[config.mk]
export PLATFORM = sky130hd
export DESIGN_NAME = msi_cache_ctrl
export DESIGN_NICKNAME = d
export VERILOG_FILES = /design/src/rtl/msi_cc_pkg.sv /design/src/rtl/msi_line_store.sv /design/src/rtl/msi_victim_buf.sv /design/src/rtl/msi_cache_ctrl.sv
export SDC_FILE = /design/constraint.sdc
export NUM_CORES = 1
export LEC_CHECK = 0
export ABC_CLOCK_PERIOD_IN_PS = 4400
export BUFFER_PORTS_ARGS = -buffer_cell sky130_fd_sc_hd__buf_4
export CAP_MARGIN = 20
export CORE_ASPECT_RATIO = 2
export CORE_UTILIZATION = 40
export CTS_CLUSTER_SIZE = 12
export DETAILED_ROUTE_END_ITERATION = 16
export RECOVER_POWER = 100
export SYNTH_ARGS = -nofsm -noshare
export SYNTH_HDL_FRONTEND = slang
export SYNTH_SLANG_ARGS = --single-unit
[constraint.sdc]
create_clock -name clk -period 4.4 [get_ports clk]
set_input_delay 0.88 -clock clk [delete_from_list [all_inputs] [get_ports clk]]
set_output_delay 0.88 -clock clk [all_outputs]
set_load 0.02 [all_outputs]
[src/rtl/msi_cc_pkg.sv]
package msi_cc_pkg;
    typedef enum logic [2:0] {
        LS_I  = 3'd0,
        LS_S  = 3'd1,
        LS_M  = 3'd2,
        LS_IS = 3'd4,
        LS_IM = 3'd5,
        LS_SM = 3'd6
    } line_st_e;

    typedef enum logic [1:0] {
        OUT_GETS = 2'd0,
        OUT_GETX = 2'd1,
        OUT_PUTM = 2'd2
    } out_req_e;

    typedef enum logic [1:0] {
        IN_GRANT_S = 2'd0,
        IN_GRANT_X = 2'd1,
        IN_PUT_ACK = 2'd2,
        IN_INV     = 2'd3
    } in_msg_e;

    typedef enum logic [1:0] {
        PH_IDLE = 2'd0,
        PH_WB   = 2'd1,
        PH_WAIT = 2'd2
    } phase_e;
endpackage

[src/rtl/msi_line_store.sv]
module msi_line_store
    import msi_cc_pkg::*;
#(
    parameter int SETS = 4,
    parameter int TW   = 6,
    parameter int DW   = 16
) (
    input  logic                    clk,
    input  logic                    rst_n,
    input  logic [$clog2(SETS)-1:0] a_idx,
    output line_st_e                a_st,
    output logic [TW-1:0]           a_tag,
    output logic [DW-1:0]           a_data,
    input  logic [$clog2(SETS)-1:0] b_idx,
    output line_st_e                b_st,
    output logic [TW-1:0]           b_tag,
    output logic [DW-1:0]           b_data,
    input  logic                    we,
    input  logic [$clog2(SETS)-1:0] w_idx,
    input  line_st_e                w_st,
    input  logic [TW-1:0]           w_tag,
    input  logic [DW-1:0]           w_data
);
    localparam int IW = $clog2(SETS);

    line_st_e      st_all   [SETS];
    logic [TW-1:0] tag_all  [SETS];
    logic [DW-1:0] data_all [SETS];

    for (genvar g = 0; g < SETS; g++) begin : g_line
        line_st_e      st_d, st_q;
        logic [TW-1:0] tag_d, tag_q;
        logic [DW-1:0] data_d, data_q;

        always_comb begin
            st_d   = st_q;
            tag_d  = tag_q;
            data_d = data_q;
            if (we && w_idx == IW'(g)) begin
                st_d   = w_st;
                tag_d  = w_tag;
                data_d = w_data;
            end
        end

        always_ff @(posedge clk) begin
            if (!rst_n) begin
                st_q   <= LS_I;
                tag_q  <= '0;
                data_q <= '0;
            end else begin
                st_q   <= st_d;
                tag_q  <= tag_d;
                data_q <= data_d;
            end
        end

        assign st_all[g]   = st_q;
        assign tag_all[g]  = tag_q;
        assign data_all[g] = data_q;
    end

    assign a_st   = st_all[a_idx];
    assign a_tag  = tag_all[a_idx];
    assign a_data = data_all[a_idx];
    assign b_st   = st_all[b_idx];
    assign b_tag  = tag_all[b_idx];
    assign b_data = data_all[b_idx];
endmodule

[src/rtl/msi_victim_buf.sv]
module msi_victim_buf #(
    parameter int AW = 8,
    parameter int DW = 16
) (
    input  logic          clk,
    input  logic          rst_n,
    input  logic          load,
    input  logic [AW-1:0] load_addr,
    input  logic [DW-1:0] load_data,
    input  logic          clear,
    output logic          valid,
    output logic [AW-1:0] addr,
    output logic [DW-1:0] data
);
    typedef struct packed {
        logic          v;
        logic [AW-1:0] a;
        logic [DW-1:0] d;
    } vb_t;

    vb_t vb_d, vb_q;

    always_comb begin
        vb_d = vb_q;
        if (clear) begin
            vb_d.v = 1'b0;
        end
        if (load) begin
            vb_d.v = 1'b1;
            vb_d.a = load_addr;
            vb_d.d = load_data;
        end
    end

    always_ff @(posedge clk) begin
        if (!rst_n) begin
            vb_q <= '0;
        end else begin
            vb_q <= vb_d;
        end
    end

    assign valid = vb_q.v;
    assign addr  = vb_q.a;
    assign data  = vb_q.d;
endmodule

[src/rtl/msi_cache_ctrl.sv]
module msi_cache_ctrl
    import msi_cc_pkg::*;
#(
    parameter int AW   = 8,
    parameter int DW   = 16,
    parameter int SETS = 4
) (
    input  logic          clk,
    input  logic          rst_n,
    input  logic          core_req_valid,
    output logic          core_req_ready,
    input  logic          core_req_write,
    input  logic [AW-1:0] core_req_addr,
    input  logic [DW-1:0] core_req_wdata,
    output logic          core_resp_valid,
    output logic [DW-1:0] core_resp_rdata,
    output logic          dreq_valid,
    output logic [1:0]    dreq_type,
    output logic [AW-1:0] dreq_addr,
    output logic [DW-1:0] dreq_data,
    input  logic          dmsg_valid,
    input  logic [1:0]    dmsg_type,
    input  logic [AW-1:0] dmsg_addr,
    input  logic [DW-1:0] dmsg_data,
    output logic          ack_valid,
    output logic [AW-1:0] ack_addr,
    output logic          ack_dirty,
    output logic [DW-1:0] ack_data,
    output logic          proto_err
);
    localparam int IW = $clog2(SETS);
    localparam int TW = AW - IW;

    typedef struct packed {
        phase_e        ph;
        logic [AW-1:0] paddr;
        logic          pwrite;
        logic [DW-1:0] pwdata;
        logic          dq_v;
        out_req_e      dq_t;
        logic [AW-1:0] dq_a;
        logic [DW-1:0] dq_d;
        logic          ak_v;
        logic [AW-1:0] ak_a;
        logic          ak_dirty;
        logic [DW-1:0] ak_d;
        logic          rs_v;
        logic [DW-1:0] rs_d;
        logic          err;
    } ctl_t;

    ctl_t ctl_d, ctl_q;

    // array ports
    line_st_e      a_st, b_st, w_st;
    logic [TW-1:0] a_tag, b_tag, w_tag;
    logic [DW-1:0] a_data, b_data, w_data;
    logic [IW-1:0] w_idx;
    logic          we;

    // victim buffer ports
    logic          wbb_load, wbb_clear, wbb_valid;
    logic [AW-1:0] wbb_load_addr, wbb_addr;
    logic [DW-1:0] wbb_load_data, wbb_data;

    logic [IW-1:0] c_idx, m_idx;
    logic [TW-1:0] c_tag, m_tag;
    logic          tag_hit, need_miss, victim_dirty, ready;
    in_msg_e       mtype;

    assign c_idx = core_req_addr[IW-1:0];
    assign c_tag = core_req_addr[AW-1:IW];
    assign m_idx = dmsg_addr[IW-1:0];
    assign m_tag = dmsg_addr[AW-1:IW];
    assign mtype = in_msg_e'(dmsg_type);

    msi_line_store #(.SETS(SETS), .TW(TW), .DW(DW)) i_store (
        .clk    (clk),
        .rst_n  (rst_n),
        .a_idx  (c_idx),
        .a_st   (a_st),
        .a_tag  (a_tag),
        .a_data (a_data),
        .b_idx  (m_idx),
        .b_st   (b_st),
        .b_tag  (b_tag),
        .b_data (b_data),
        .we     (we),
        .w_idx  (w_idx),
        .w_st   (w_st),
        .w_tag  (w_tag),
        .w_data (w_data)
    );

    msi_victim_buf #(.AW(AW), .DW(DW)) i_vbuf (
        .clk       (clk),
        .rst_n     (rst_n),
        .load      (wbb_load),
        .load_addr (wbb_load_addr),
        .load_data (wbb_load_data),
        .clear     (wbb_clear),
        .valid     (wbb_valid),
        .addr      (wbb_addr),
        .data      (wbb_data)
    );

    always_comb begin
        tag_hit      = (a_tag == c_tag);
        victim_dirty = (a_st == LS_M) && !tag_hit;
        if (core_req_write) begin
            need_miss = !(tag_hit && a_st == LS_M);
        end else begin
            need_miss = !(tag_hit && (a_st == LS_S || a_st == LS_M));
        end
        ready = (ctl_q.ph == PH_IDLE) && !dmsg_valid
             && !(wbb_valid && wbb_addr == core_req_addr)
             && !(need_miss && victim_dirty && wbb_valid);
    end

    always_comb begin
        ctl_d         = ctl_q;
        ctl_d.dq_v    = 1'b0;
        ctl_d.ak_v    = 1'b0;
        ctl_d.rs_v    = 1'b0;
        ctl_d.err     = 1'b0;
        we            = 1'b0;
        w_idx         = c_idx;
        w_st          = a_st;
        w_tag         = a_tag;
        w_data        = a_data;
        wbb_load      = 1'b0;
        wbb_load_addr = {a_tag, c_idx};
        wbb_load_data = a_data;
        wbb_clear     = 1'b0;

        // miss request follows a write-back issued last cycle
        if (ctl_q.ph == PH_WB) begin
            ctl_d.dq_v = 1'b1;
            ctl_d.dq_t = ctl_q.pwrite ? OUT_GETX : OUT_GETS;
            ctl_d.dq_a = ctl_q.paddr;
            ctl_d.dq_d = '0;
            ctl_d.ph   = PH_WAIT;
        end

        if (core_req_valid && ready) begin
            if (!need_miss) begin
                ctl_d.rs_v = 1'b1;
                if (core_req_write) begin
                    we         = 1'b1;
                    w_data     = core_req_wdata;
                    ctl_d.rs_d = core_req_wdata;
                end else begin
                    ctl_d.rs_d = a_data;
                end
            end else begin
                we    = 1'b1;
                w_tag = c_tag;
                if (!core_req_write) begin
                    w_st = LS_IS;
                end else if (tag_hit && a_st == LS_S) begin
                    w_st = LS_SM;
                end else begin
                    w_st = LS_IM;
                end
                ctl_d.paddr  = core_req_addr;
                ctl_d.pwrite = core_req_write;
                ctl_d.pwdata = core_req_wdata;
                ctl_d.dq_v   = 1'b1;
                if (victim_dirty) begin
                    wbb_load   = 1'b1;
                    ctl_d.dq_t = OUT_PUTM;
                    ctl_d.dq_a = {a_tag, c_idx};
                    ctl_d.dq_d = a_data;
                    ctl_d.ph   = PH_WB;
                end else begin
                    ctl_d.dq_t = core_req_write ? OUT_GETX : OUT_GETS;
                    ctl_d.dq_a = core_req_addr;
                    ctl_d.dq_d = '0;
                    ctl_d.ph   = PH_WAIT;
                end
            end
        end

        if (dmsg_valid) begin
            w_idx  = m_idx;
            w_tag  = b_tag;
            w_data = b_data;
            w_st   = b_st;
            unique case (mtype)
                IN_INV: begin
                    ctl_d.ak_v     = 1'b1;
                    ctl_d.ak_a     = dmsg_addr;
                    ctl_d.ak_dirty = 1'b0;
                    ctl_d.ak_d     = '0;
                    if (wbb_valid && wbb_addr == dmsg_addr) begin
                        ctl_d.ak_dirty = 1'b1;
                        ctl_d.ak_d     = wbb_data;
                    end else if (b_tag == m_tag) begin
                        if (b_st == LS_M) begin
                            we             = 1'b1;
                            w_st           = LS_I;
                            ctl_d.ak_dirty = 1'b1;
                            ctl_d.ak_d     = b_data;
                        end else if (b_st == LS_S) begin
                            we   = 1'b1;
                            w_st = LS_I;
                        end else if (b_st == LS_SM) begin
                            we   = 1'b1;
                            w_st = LS_IM;
                        end
                    end
                end
                IN_GRANT_S: begin
                    if (ctl_q.ph == PH_WAIT && ctl_q.paddr == dmsg_addr
                        && b_tag == m_tag && b_st == LS_IS) begin
                        we         = 1'b1;
                        w_st       = LS_S;
                        w_data     = dmsg_data;
                        ctl_d.rs_v = 1'b1;
                        ctl_d.rs_d = dmsg_data;
                        ctl_d.ph   = PH_IDLE;
                    end else begin
                        ctl_d.err = 1'b1;
                    end
                end
                IN_GRANT_X: begin
                    if (ctl_q.ph == PH_WAIT && ctl_q.paddr == dmsg_addr
                        && b_tag == m_tag && (b_st == LS_IM || b_st == LS_SM)) begin
                        we         = 1'b1;
                        w_st       = LS_M;
                        w_data     = ctl_q.pwdata;
                        ctl_d.rs_v = 1'b1;
                        ctl_d.rs_d = ctl_q.pwdata;
                        ctl_d.ph   = PH_IDLE;
                    end else begin
                        ctl_d.err = 1'b1;
                    end
                end
                IN_PUT_ACK: begin
                    if (wbb_valid && wbb_addr == dmsg_addr) begin
                        wbb_clear = 1'b1;
                    end else begin
                        ctl_d.err = 1'b1;
                    end
                end
                default: ;
            endcase
        end
    end

    always_ff @(posedge clk) begin
        if (!rst_n) begin
            ctl_q    <= '0;
            ctl_q.ph <= PH_IDLE;
        end else begin
            ctl_q <= ctl_d;
        end
    end

    assign core_req_ready  = ready;
    assign core_resp_valid = ctl_q.rs_v;
    assign core_resp_rdata = ctl_q.rs_d;
    assign dreq_valid      = ctl_q.dq_v;
    assign dreq_type       = ctl_q.dq_t;
    assign dreq_addr       = ctl_q.dq_a;
    assign dreq_data       = ctl_q.dq_d;
    assign ack_valid       = ctl_q.ak_v;
    assign ack_addr        = ctl_q.ak_a;
    assign ack_dirty       = ctl_q.ak_dirty;
    assign ack_data        = ctl_q.ak_d;
    assign proto_err       = ctl_q.err;
endmodule


Yosys cells after proc, flatten, opt, wreduce, memory -nomap -nowiden
Cells that the tools add are included.
W data, S select, Z words.
{"block": "op_classes", "eq_ne": 20, "reduce_logical": 35, "muxes": 89, "n_lt_le_gt_ge": 2, "bitwise_logic": 2}
{"operator": "$mux W16", "n": 10}
{"operator": "$mux W17", "n": 7}
{"operator": "$mux W54", "n": 2}
{"operator": "$bmux W16 S2", "n": 2}
{"operator": "$mux W26", "n": 2}
{"operator": "$mux W3", "n": 14}
{"operator": "$mux W6", "n": 7}
{"operator": "$pmux W17 S2", "n": 1}
{"operator": "$pmux W16 S2", "n": 1}
{"operator": "$mux W27", "n": 1}
{"operator": "$mux W25", "n": 1}
{"operator": "$bmux W6 S2", "n": 2}
{"operator": "$eq A8 B8 Y1", "n": 3}
{"operator": "$mux W1", "n": 24}
{"operator": "$logic_and A1 B1 Y1", "n": 20}
{"operator": "$mux W18", "n": 1}
{"operator": "$mux W2", "n": 8}
{"operator": "$bmux W3 S2", "n": 2}
{"operator": "$eq A6 B6 Y1", "n": 2}
{"operator": "$eq A2 B2 Y1 const B", "n": 5}
{"operator": "$eq A3 B3 Y1 const B", "n": 3}
{"operator": "$pmux W3 S3", "n": 1}
{"operator": "$eq A2 B1 Y1 const B", "n": 3}
{"operator": "$eq A3 B1 Y1 const B", "n": 2}
{"operator": "10 further kinds", "n": 24}
{"block": "totals", "reg_bits": 223, "in_bits": 55, "output_inout_bits": 72}

Logic depth before layout (Yosys ltp)
Gate-level depths: netlist of the first run.
{"block": "logic_depth", "ltp_word": 23, "ltp_mapped": 12, "mapped_depth_nobuf": 8}

Hierarchy
Synthesis of the first run repeated with hierarchy kept, for this count alone.
{"block": "hier_totals", "cells_unflattened": 1268, "area_unflattened_um2": 12218.0}
{"module": "msi_cache_ctrl", "area_per_inst_um2": 6414.9, "seq_area_each_um2": 1961.9, "n_inst": 1, "cells_per_inst": 772}
{"module": "msi_line_store", "area_per_inst_um2": 4839.6, "seq_area_each_um2": 2001.9, "n_inst": 1, "cells_per_inst": 416}
{"module": "msi_victim_buf", "area_per_inst_um2": 963.4, "seq_area_each_um2": 500.5, "n_inst": 1, "cells_per_inst": 80}

Worst setup path before layout of the first run
No wires, ideal clock.
{"block": "synth_path", "path_type": "input-to-output", "from": "input port core_req_addr[0]", "to": "output port core_req_ready", "path_slack_ns": 0.317, "t_arrival_ns": 3.203, "stages": 8, "n_path_buf": 2, "path_cell_list": "buf_6 buf_6 mux4_2 xnor2_2 nand4_4 o21ai_1 o21ai_0 a21boi_0"}
{"block": "synth_between", "elab_chain_len": 13, "word_cells_on_any_way": 26, "classes_between": "eq/ne: 4; mux: 7; bitwise: 1; reduce/logical: 14"}
{"element": "start, declared", "line": "msi_cache_ctrl.sv:13", "rtl": "input logic [AW-1:0] core_req_addr,"}
{"element": "$not A2 Y3 (implied by the code)", "line": "msi_line_store.sv:63, msi_line_store.sv:64"}
{"element": "$bmux W3 S2", "line": "msi_line_store.sv:63", "rtl": "assign a_st = st_all[a_idx];"}
{"element": "$mux W3 (implied by the code) (2 in series)", "line": "msi_line_store.sv:63"}
{"element": "$eq A3 B1 Y1 / $eq A3 B2 Y1 (equally long branches)", "line": "msi_cache_ctrl.sv:113, msi_cache_ctrl.sv:109, msi_cache_ctrl.sv:111"}
{"element": "$logic_or A1 B1 Y1", "line": "msi_cache_ctrl.sv:113", "rtl": "need_miss = !(tag_hit && (a_st == LS_S || a_st == LS_M));"}
{"element": "$logic_and A1 B1 Y1", "line": "msi_cache_ctrl.sv:113"}
{"element": "$logic_not A1 Y1", "line": "msi_cache_ctrl.sv:113"}
{"element": "$mux W1", "line": "msi_cache_ctrl.sv:110", "rtl": "if (core_req_write) begin"}
{"element": "$logic_and A1 B1 Y1 (2 in series)", "line": "msi_cache_ctrl.sv:117", "rtl": "&& !(need_miss && victim_dirty && wbb_valid);"}
{"element": "$logic_not A1 Y1", "line": "msi_cache_ctrl.sv:117"}
{"element": "$logic_and A1 B1 Y1 (*)", "line": "msi_cache_ctrl.sv:117"}
{"element": "end, declared", "line": "msi_cache_ctrl.sv:11", "rtl": "output logic core_req_ready,"}
Every way passes the cells marked *; elsewhere a longest branch is shown, timed or not. The select of a mux whose other input is x is not followed.

Worst setup path after layout of the first run
{"block": "layout_path", "from": "input port dmsg_addr[1]", "to": "register i_store.g_line[0].data_q[14]"}
{"block": "layout_between", "elab_chain_len": 13, "word_cells_on_any_way": 40, "classes_between": "eq/ne: 8; mux: 23; bitwise: 1; reduce/logical: 8"}
{"element": "start, declared", "line": "msi_cache_ctrl.sv:23", "rtl": "input logic [AW-1:0] dmsg_addr,"}
{"element": "$not A2 Y3 (implied by the code)", "line": "msi_line_store.sv:66, msi_line_store.sv:67, msi_line_store.sv:68"}
{"element": "$bmux W3 S2", "line": "msi_line_store.sv:66", "rtl": "assign b_st = st_all[b_idx];"}
{"element": "$mux W3 (implied by the code) (2 in series)", "line": "msi_line_store.sv:66"}
{"element": "$eq A3 B3 Y1", "line": "msi_cache_ctrl.sv:207, msi_cache_ctrl.sv:228"}
{"element": "$mux W1", "line": "msi_cache_ctrl.sv:207", "rtl": "end else if (b_st == LS_SM) begin"}
{"element": "$mux W1", "line": "msi_cache_ctrl.sv:204", "rtl": "end else if (b_st == LS_S) begin"}
{"element": "$mux W1", "line": "msi_cache_ctrl.sv:199", "rtl": "if (b_st == LS_M) begin"}
{"element": "$mux W1", "line": "msi_cache_ctrl.sv:198", "rtl": "end else if (b_tag == m_tag) begin"}
{"element": "$mux W1", "line": "msi_cache_ctrl.sv:195", "rtl": "if (wbb_valid && wbb_addr == dmsg_addr) begin"}
{"element": "$pmux W1 S3", "line": "msi_cache_ctrl.sv:189", "rtl": "unique case (mtype)"}
{"element": "$mux W1", "line": "msi_cache_ctrl.sv:184", "rtl": "if (dmsg_valid) begin"}
{"element": "$logic_and A1 B1 Y1", "line": "msi_line_store.sv:39", "rtl": "if (we && w_idx == IW'(g)) begin"}
{"element": "end signal, assigned", "line": "msi_line_store.sv:54", "rtl": "data_q <= data_d;"}
{"element": "end, declared", "line": "msi_line_store.sv:33", "rtl": "logic [DW-1:0] data_d, data_q;"}
Several ways; a longest one is shown, not always the timed one. The select of a mux whose other input is x is not followed.
A chain may end at the register's enable or synchronous reset.

==> results.sh, run 1 <==
export IMPL_clock_path_buffers=3
export IMPL_numClockSinks=223
export IMPL_busiest_layer="met2"
export IMPL_ctsHoldBuffers=0
export IMPL_hold_start="dreq_data[6]"
export IMPL_fin_crit_sh=0.915
export IMPL_yosys_warnings=0
export IMPL_ys_types=59
export IMPL_clockRootBuffer="clkbuf_16"
export IMPL_drv_cap=0
export IMPL_die_h_microns=241
export IMPL_fin_util=0.454
export IMPL_synth_compound_area_frac=0.215
export IMPL_fp_dieArea_sq_um=29300
export IMPL_postPlaceCellArea_sq_um=12400
export IMPL_first_pass_iters=5
export IMPL_die_w_microns=122
export IMPL_multiInputGateArea_sq_um=6070
export IMPL_ys_ff_latch=223
export IMPL_drtIter0Drc=763
export IMPL_cts_tree="done"
export IMPL_setup_viol=0
export IMPL_avgSynthCellArea_sq_um=9.57
export IMPL_crit_chain="clkbuf_2, mux4_2, xnor2_1, nand4_1, nor4_1, o21ai_0, clkbuf_1, a21o_1, o221ai_1, clkbuf_1, o2bb2ai_1"
export IMPL_grt_overflow_total=0
export IMPL_register_area_sq_um=4460
export IMPL_gp_congestion=0.977
export IMPL_cpPeakStageDelay_ps=650
export IMPL_critical_path_buf_inv_count=3
export IMPL_grt_first_pass_wirelength_microns=60700
export IMPL_num_rows=87
export IMPL_synth_mux_area_frac=0.134
export IMPL_setup_tns_ps=0
export IMPL_layout_common_cells="dfxtp_1, nand2_1, buf_4"
export IMPL_worst_pin_slew_ps=1200
export IMPL_vias=9684
export IMPL_synth_edf_count=0
export IMPL_r2r_end="dreq_data[13]"
export IMPL_nets=1295
export IMPL_seq_area_frac_synth=0.390
export IMPL_use_met3=0.0317
export IMPL_critPathCaptureType="flip-flop"
export IMPL_leakage_uw=0.00473
export IMPL_htree_num_levels=1
export IMPL_hold_class="flip-flop to flip-flop"
export IMPL_clock_fmax_ghz=0.248
export IMPL_portBuffers=126
export IMPL_synth_xor_area_share=0.0313
export IMPL_synthTopCellsByArea="dfxtp_1, mux4_2, nand2_1"
export IMPL_ys_flop_type="dfxtp_1"
export IMPL_grt_max_degree=56
export IMPL_wirelength_microns=40600
export IMPL_grtUsageMet1=0.287
export IMPL_final_hold_viol_count=0
export IMPL_hpwl_microns=29800
export IMPL_grt_pass1_vias=9778
export IMPL_holdPathEnd="dreq_data[6]"
export IMPL_r2r_start="i_store.g_line[3].st_q[0]"
export IMPL_critPathTopFamily="buffers and inverters"
export IMPL_synthSimpleGateAreaFrac=0.149
export IMPL_r2r_slack_ps=830
export IMPL_yosys_area_share_adder=0
export IMPL_async_flop_share=0
export IMPL_drive_gt1_frac=0.163
export IMPL_drcViolationCount=0
export IMPL_io_pins=127
export IMPL_synth_nets=1250
export IMPL_postCtsSetupRepairBufs=0
export IMPL_relSlewSlack=0.201
export IMPL_cpMaxStageDelayCell="mux4_2"
export IMPL_initial_utilization=0.406
export IMPL_worst_r2r_path_depth=10
export IMPL_use_met2=0.511
export IMPL_ant_nets=0
export IMPL_globalRouteTotalUtil=0.282
export IMPL_cts_resized=0
export IMPL_antennaDiodeCount=0
export IMPL_status="completed"
export IMPL_cts_made_buffers=24
export IMPL_slew_viol_final=0
export IMPL_crit_path_max_fanout=20
export IMPL_netlist_area_sq_um=11400
export IMPL_yosysTopAreaCell="dfxtp_1"
export IMPL_worstSkewPairLatency_ps=530
export IMPL_power_density_nw_per_um2=368
export IMPL_period_needed_ps=4030
export IMPL_rsz0062_at_grt="false"
export IMPL_viasPerCell=6.04
export IMPL_final_common_cell="dfxtp_1"
export IMPL_whs_path_depth=2
export IMPL_syn_inst=1195
export IMPL_cp_required_ps=4810
export IMPL_crit_type="input port to flip-flop"
export IMPL_syn2layout_area_growth_pct=12.0
export IMPL_arrival_ps=4430
export IMPL_core_sq_um=28200
export IMPL_fin_worst_skew_ps=14.3
export IMPL_start_kind="input port"
export IMPL_irDropWorstVdd_mv=0.256
export IMPL_wl_per_cell_microns=25.3
export IMPL_synth_top_family_by_area="compound AO/OA/AOI/OAI gates"
export IMPL_design_area_sq_um=12800
export IMPL_finalPower_uw=4710
export IMPL_fillers=2768
export IMPL_synth_top_area_frac=0.390
export IMPL_antenna_found_initial=0
export IMPL_crit_top_cell="clkbuf_1"
export IMPL_clkTransAtPathRegs_ps=60
## sequential cells by signal, indices dropped and copies added, names as in the netlist, 8 cells and up
register and cells:
i_store.g_line.data_q 64, ack_addr 8, dreq_addr 8, i_store.g_line.tag_q 24
ack_data 16, i_vbuf.data 16, core_resp_rdata 16, dreq_data 16
i_vbuf.addr 8, ctl_q 27, i_store.g_line.st_q 12
## how the worst max path moves through the flow
stage	from	end	slack [ps]	cells past startpoint
floorplan	core_req_addr[0]	core_req_ready	320	8
global placement	core_req_addr[0]	i_store.g_line[0].data_q[2]	320	10
detailed placement	core_req_addr[0]	i_store.g_line[0].data_q[2]	240	10
CTS	core_req_addr[0]	core_req_ready	610	8
global route	dmsg_valid	dreq_data[0]	250	11
finish	dmsg_addr[1]	i_store.g_line[0].data_q[14]	370	11
## metal layers
layer / wire [microns] / part of all wire
met2: 21300 / 0.52
met4: 3650 / 0.090
met3: 1920 / 0.047
met5: 0 / 0
met1: 13700 / 0.34
## where the power goes
part / switching [uW] / total, uW / internal (uW)
Clock: 825 / 1990 / 1160
Combinational: 377 / 598 / 221
Sequential: 40.6 / 2120 / 2080
Total: 1240 / 4710 / 3460
## metrics by stage
| stage | setup WS, ps | hold slack [ps] | std cells |
|---|---|---|---|
| floorplan | 317 | 443 | 1195 |
| global placement | 320 | 450 | 1570 |
| detailed placement | 239 | 458 | 1570 |
| CTS | 614 | 466 | 1604 |
| global route | 253 | 488 | 1604 |
| finish | 373 | 460 | 1604 |
## tightest hold or removal path, stage by stage, from the launching register on
cell and delay, ps:
dfxtp_1 300, nand2_1 40, a21boi_0 60
## logic make-up after synthesis
group	Yosys count
simple gates	368
compound gates	317
flops	223
buf+inv	159
mux	88
xor+xnor	40
## area by class of cell
cell class / instances / area share
clock buffers: 28 / 0.0513
flip-flops and latches: 223 / 0.349
multi-input cells: 813 / 0.474
inverters: 4 / 0.00117
repair buffers: 174 / 0.0835
well taps: 356 / 0.0348
clock inverters: 6 / 0.00655
## Yosys cell counts, types with 4 or more instances
| library cell | count |
|---|---|
| a21boi_0 | 77 |
| a21boi_2 | 4 |
| a21oi_1 | 38 |
| a221oi_1 | 17 |
| a22o_1 | 74 |
| a22oi_1 | 9 |
| a31oi_1 | 9 |
| a32o_1 | 25 |
| and2_1 | 9 |
| and3_1 | 11 |
| buf_1 | 11 |
| buf_2 | 24 |
| buf_4 | 68 |
| clkbuf_1 | 49 |
| dfxtp_1 | 223 |
| mux2i_1 | 32 |
| mux4_2 | 51 |
| nand2_1 | 206 |
| nand2b_1 | 13 |
| nand3_1 | 16 |
| nand4_1 | 11 |
| nor2_1 | 34 |
| nor2b_1 | 6 |
| nor3_1 | 18 |
| nor3b_1 | 19 |
| nor4_1 | 5 |
| o21ai_0 | 14 |
| o22a_1 | 4 |
| o22ai_1 | 12 |
| o2bb2ai_1 | 13 |
| or2_2 | 15 |
| xnor2_1 | 28 |
| xor2_1 | 11 |
Power figures use the tool's default switching activity.
==> run 2, diff against run 1 <==
ABC_AREA = 1   (was not set)
==> results.sh, run 2 <==
export IMPL_status="completed"
export IMPL_clock_fmax_ghz=0.252
export IMPL_clkTransAtPathRegs_ps=60
export IMPL_grt_max_degree=89
export IMPL_antennaDiodeCount=0
export IMPL_grt_overflow_total=0
export IMPL_period_needed_ps=3980
export IMPL_drive_gt1_frac=0.0656
export IMPL_power_density_nw_per_um2=336
export IMPL_num_rows=94
export IMPL_synth_top_family_by_area="simple AND/OR/NAND/NOR gates"
export IMPL_critPathCaptureType="primary output"
export IMPL_cts_resized=0
export IMPL_ys_ff_latch=223
export IMPL_crit_type="input port to primary output"
export IMPL_wl_per_cell_microns=16.7
export IMPL_postPlaceCellArea_sq_um=13900
export IMPL_fin_crit_sh=0.904
export IMPL_worstSkewPairLatency_ps=540
export IMPL_yosys_area_share_adder=0
export IMPL_synthTopCellsByArea="dfxtp_1, nand2_1, nor2_1"
export IMPL_synth_compound_area_frac=0.142
export IMPL_layout_common_cells="nand2_1, nor2_1, dfxtp_1"
export IMPL_numClockSinks=223
export IMPL_grt_pass1_vias=12457
export IMPL_portBuffers=126
export IMPL_synth_nets=2246
export IMPL_clock_path_buffers=3
export IMPL_drv_cap=0
export IMPL_crit_path_max_fanout=29
export IMPL_synthSimpleGateAreaFrac=0.380
export IMPL_crit_chain="buf_4, inv_1, nand3_1, nand2_1, nand2_1, nand2_1, nand2_1, nor2_4, nand2_1, nand3_2, nand2_1, inv_1, clkbuf_1"
export IMPL_netlist_area_sq_um=13300
export IMPL_synth_mux_area_frac=0
export IMPL_die_w_microns=131
export IMPL_ctsHoldBuffers=0
export IMPL_gp_congestion=0.945
export IMPL_cp_required_ps=3520
export IMPL_clockRootBuffer="clkbuf_16"
export IMPL_cts_made_buffers=23
export IMPL_setup_tns_ps=0
export IMPL_cpMaxStageDelayCell="inv_1"
export IMPL_worst_pin_slew_ps=1470
export IMPL_initial_utilization=0.405
export IMPL_irDropWorstVdd_mv=0.239
export IMPL_rsz0062_at_grt="false"
export IMPL_io_pins=127
export IMPL_first_pass_iters=6
export IMPL_viasPerCell=5.18
export IMPL_largest_register="i_store.g_line.data_q"
export IMPL_fp_dieArea_sq_um=34000
export IMPL_synth_xor_area_share=0.00461
export IMPL_synth_most_common_cell="nand2_1"
export IMPL_cpPeakStageDelay_ps=440
export IMPL_syn2layout_area_growth_pct=6.90
export IMPL_critical_path_buf_inv_count=4
export IMPL_relSlewSlack=0.0201
export IMPL_design_area_sq_um=14200
export IMPL_ys_flop_type="dfxtp_1"
export IMPL_antenna_found_initial=1
export IMPL_drcViolationCount=0
export IMPL_hpwl_microns=31400
export IMPL_slew_viol_final=0
export IMPL_die_h_microns=260
export IMPL_synthTopCellsByCount="nand2_1, nor2_1, dfxtp_1, a21oi_1, inv_1"
export IMPL_grt_first_pass_wirelength_microns=68300
export IMPL_async_flop_share=0
export IMPL_avgSynthCellArea_sq_um=6.07
export IMPL_nets=2243
export IMPL_fin_util=0.433
export IMPL_final_hold_viol_count=0
export IMPL_globalRouteTotalUtil=0.260
export IMPL_yosys_warnings=0
export IMPL_start_kind="input port"
export IMPL_final_common_cell="nand2_1"
export IMPL_leakage_uw=0.00665
export IMPL_drtIter0Drc=1054
export IMPL_cts_tree="done"
export IMPL_postCtsSetupRepairBufs=0
export IMPL_fillers=3632
export IMPL_wirelength_microns=43800
export IMPL_synth_edf_count=0
export IMPL_core_sq_um=32800
export IMPL_ys_types=39
export IMPL_critPathTopFamily="simple AND/OR/NAND/NOR gates"
export IMPL_fin_worst_skew_ps=24.7
export IMPL_seq_area_frac_synth=0.336
export IMPL_vias=13597
export IMPL_yosysTopAreaCell="dfxtp_1"
export IMPL_setup_viol=0
export IMPL_arrival_ps=3100
export IMPL_crit_top_cell="nand2_1"
export IMPL_top_regs="i_store.g_line.data_q x64, ctl_q x27, i_store.g_line.tag_q x24"
export IMPL_syn_inst=2191
export IMPL_fin_hold_ws_ps=461
export IMPL_htree_num_levels=1
export IMPL_largest_reg_flops=64
export IMPL_synth_top_area_frac=0.336
export IMPL_hold_class="flip-flop to flip-flop"
export IMPL_ant_nets=0
-- run 2: changes by cell type after synthesis, sizes merged, moves of 51 or more --
cell    before  now
nand2      206  781
nand3       16  113
nor2        34  261
a21oi       38  188
a22o        74    0
o21ai       17  158
mux4        51    0
inv          4  184
a21boi      81    1
-- run 2: logic make-up (layout without fill, tap and decap cells) --
kind of cell / count (synthesis) / count (layout)
and+or+nand+nor: 1218 / 1218
buffers and inverters: 374 / 378
AOI/OAI and AO/OA: 369 / 369
DFF: 223 / 223
xor gates and xnor gates: 7 / 7
-- run 2: final timing paths --
kind,from,slack (ps),end,depth (start not counted)
min reg2reg,dreq_data[15],460,dreq_data[15],2
max,core_req_addr[1],420,core_req_ready,13
max reg2reg,i_store.g_line[1].tag_q[0],1370,i_store.g_line[2].data_q[7],16
min,dreq_data[15],460,dreq_data[15],2
-- run 2: final cells by class --
type | instances | area, sq um | area share
repair buffers | 162 | 923 | 0.0650
clock buffers | 27 | 601 | 0.0423
clock inverters | 5 | 28.8 | 0.00203
inverters | 184 | 691 | 0.0486
well taps | 432 | 541 | 0.0380
flip-flops and latches | 223 | 4460 | 0.314
multi-input cells | 1594 | 6960 | 0.490
-- run 2: where the power goes --
group,switching (uW),internal [uW]
sequential,46.0,2100
combinational,594,247
clock,827,958
-- run 2: through the flow --
stage	total power (uW)	instances	setup WS [ps]
global placement	3040	2595	658
finish	4770	2627	424
floorplan	2790	2191	1480
CTS	4850	2627	732
global route	5000	2627	303
detailed placement	3050	2595	651
-- run 2: tightest hold or removal path: stages (launching register included) --
cell     delay (ps)
dfxtp_1         310
nand2_1          60
a21oi_1          50
-- run 2: layer usage --
layer,up-vias,global-route usage,share of wire
met2,473,0.444,0.48
met5,-,0,0.00027
met4,2,0.102,0.033
met3,99,0.0296,0.062
li1,6853,-,-
met1,6170,0.328,0.42
==> run 3, diff against run 2 <==
==> constraint.sdc (replaced) <==
create_clock -name clk -period 4.4 [get_ports clk]
set_input_delay 0.22 -clock clk [delete_from_list [all_inputs] [get_ports clk]]
set_output_delay 0.22 -clock clk [all_outputs]
set_load 0.02 [all_outputs]
==> results.sh, run 3 (same netlist as run 2, synthesis figures left out) <==
export IMPL_globalRouteTotalUtil=0.259
export IMPL_clockRootBuffer="clkbuf_16"
export IMPL_stdcell_count=2630
export IMPL_wirelength_microns=44100
export IMPL_nets=2247
export IMPL_core_sq_um=32800
export IMPL_setup_viol=0
export IMPL_rsz0062_at_grt="false"
export IMPL_num_rows=94
export IMPL_drcViolationCount=0
export IMPL_die_h_microns=260
export IMPL_first_pass_iters=6
export IMPL_syn2layout_area_growth_pct=7.94
export IMPL_crit_type="input port to flip-flop"
export IMPL_ctsHoldBuffers=20
export IMPL_fillers=3640
export IMPL_final_hold_viol_count=0
export IMPL_cpPeakStageDelay_ps=590
export IMPL_ant_nets=0
export IMPL_cts_resized=0
export IMPL_cpMaxStageDelayCell="nor2_1"
export IMPL_clkPwrFrac=0.377
export IMPL_fp_dieArea_sq_um=34000
export IMPL_r2r_start="i_store.g_line[2].tag_q[3]"
export IMPL_start_kind="input port"
export IMPL_critPathCaptureType="flip-flop"
export IMPL_critPathTopFamily="simple AND/OR/NAND/NOR gates"
export IMPL_cts_tree="done"
export IMPL_crit_chain="buf_4, inv_1, nand2_1, nand3_1, nand2_1, nand2_1, nand2_1, nand2_1, nor2_4, nand2_1, nand3_1, nand3_4, nor2_1, inv_2, o21ai_0, a21oi_1"
export IMPL_viasPerCell=5.20
export IMPL_io_pins=127
export IMPL_power_density_nw_per_um2=336
export IMPL_crit_start="core_req_addr[0]"
export IMPL_period_needed_ps=3420
export IMPL_p_sw_frac=0.307
export IMPL_initial_utilization=0.405
export IMPL_die_w_microns=131
export IMPL_setup_tns_ps=0
export IMPL_irDropWorstVdd_mv=0.218
export IMPL_vias=13672
export IMPL_grt_max_degree=87
export IMPL_gp_congestion=0.964
export IMPL_wl_per_cell_microns=16.8
export IMPL_crit_path_max_fanout=30
export IMPL_portBuffers=126
export IMPL_critical_path_buf_inv_count=3
export IMPL_p_seq_frac=0.446
export IMPL_clock_path_buffers=3
export IMPL_worst_pin_slew_ps=2590
export IMPL_use_met2=0.437
export IMPL_layout_common_cells="nand2_1, nor2_1, dfxtp_1"
export IMPL_arrival_ps=3810
export IMPL_numClockSinks=223
export IMPL_hold_class="input port to flip-flop"
export IMPL_switchingPower_uw=1480
export IMPL_slew_viol_final=137
export IMPL_hold_start="core_req_addr[3]"
export IMPL_grt_first_pass_wirelength_microns=68400
export IMPL_grtUsageMet1=0.330
export IMPL_busiest_layer="met2"
export IMPL_antennaDiodeCount=0
export IMPL_crit_top_cell="nand2_1"
export IMPL_clock_fmax_ghz=0.293
export IMPL_drv_cap=2
export IMPL_antenna_found_initial=0
export IMPL_status="complete, but fails checks"
export IMPL_grt_overflow_total=0
export IMPL_cp_required_ps=4790
export IMPL_top_regs="i_store.g_line.data_q x64, ctl_q x27, i_store.g_line.tag_q x24"
export IMPL_final_common_cell="nand2_1"
export IMPL_combPwrFrac=0.177
export IMPL_fin_hold_ws_ps=16.7
export IMPL_fin_worst_skew_ps=10.7
export IMPL_drive_gt1_frac=0.0641
export IMPL_hpwl_microns=31300
export IMPL_leakage_uw=0.00667
export IMPL_cts_made_buffers=23
export IMPL_postCtsSetupRepairBufs=0
export IMPL_fin_crit_sh=0.776
export IMPL_relSlewSlack=-0.726
export IMPL_grt_pass1_vias=12548
export IMPL_htree_num_levels=1
export IMPL_clkTransAtPathRegs_ps=60
export IMPL_largest_register="i_store.g_line.data_q"
export IMPL_internal_power_uw=3340
export IMPL_drtIter0Drc=1276
export IMPL_worstSkewPairLatency_ps=530
export IMPL_violations="max-capacitance violations, max-slew violations"
export IMPL_largest_reg_flops=64
export IMPL_placed_cells=2579
export IMPL_use_met3=0.0257
-- run 3: stage by stage --
| step | setup WS [ps] | cell area (sq um) | utilization | power [uW] |
|---|---|---|---|---|
| 2_1_floorplan | 2300 | 13300 | - | 2790 |
| 3_3_place_gp | 846 | 13800 | 0.421 | 3030 |
| 3_5_place_dp | 838 | 13800 | 0.421 | 3040 |
| 4_1_cts | 1350 | 14600 | 0.446 | 4860 |
| 5_1_grt | 572 | 14300 | 0.437 | 5030 |
| 6_report | 983 | 14300 | 0.437 | 4820 |
-- run 3: final cells by class --
cell class | count | area, sq um | share of cell area
clock buffers | 29 | 628 | 0.0438
clock inverters | 2 | 12.5 | 0.000872
inverters | 184 | 691 | 0.0481
multi-input cells | 1594 | 6990 | 0.487
flip-flops and latches | 223 | 4460 | 0.311
well taps | 432 | 541 | 0.0377
repair buffers | 166 | 1020 | 0.0709
-- run 3: worst paths after layout --
path	slack, ps	depth (start not counted)	to
max	980	16	i_vbuf.addr[5]
min	20	3	ctl_q[91]
max reg2reg	1200	14	i_vbuf.addr[5]
min reg2reg	460	2	dreq_data[10]
-- run 3: routing by layer --
metal,vias to the layer above,part of all wire
met2,470,0.47
met5,-,0
met1,6242,0.44
met4,0,0.042
li1,6849,-
met3,111,0.051
-- run 3: power by group through the flow --
stage / logic, uW / clock network (uW) / registers, uW
after detailed placement: 847 / 0 / 2190
after CTS: 865 / 1850 / 2150
after global routing: 953 / 1920 / 2160
final: 854 / 1820 / 2150
after global placement: 843 / 0 / 2190
after floorplan: 612 / 0 / 2180
-- run 3: worst min-delay path, delay by kind of cell --
kind	cells	cell delay, ps
buf+inv	1	150
compound gates	1	50
simple gates	1	80
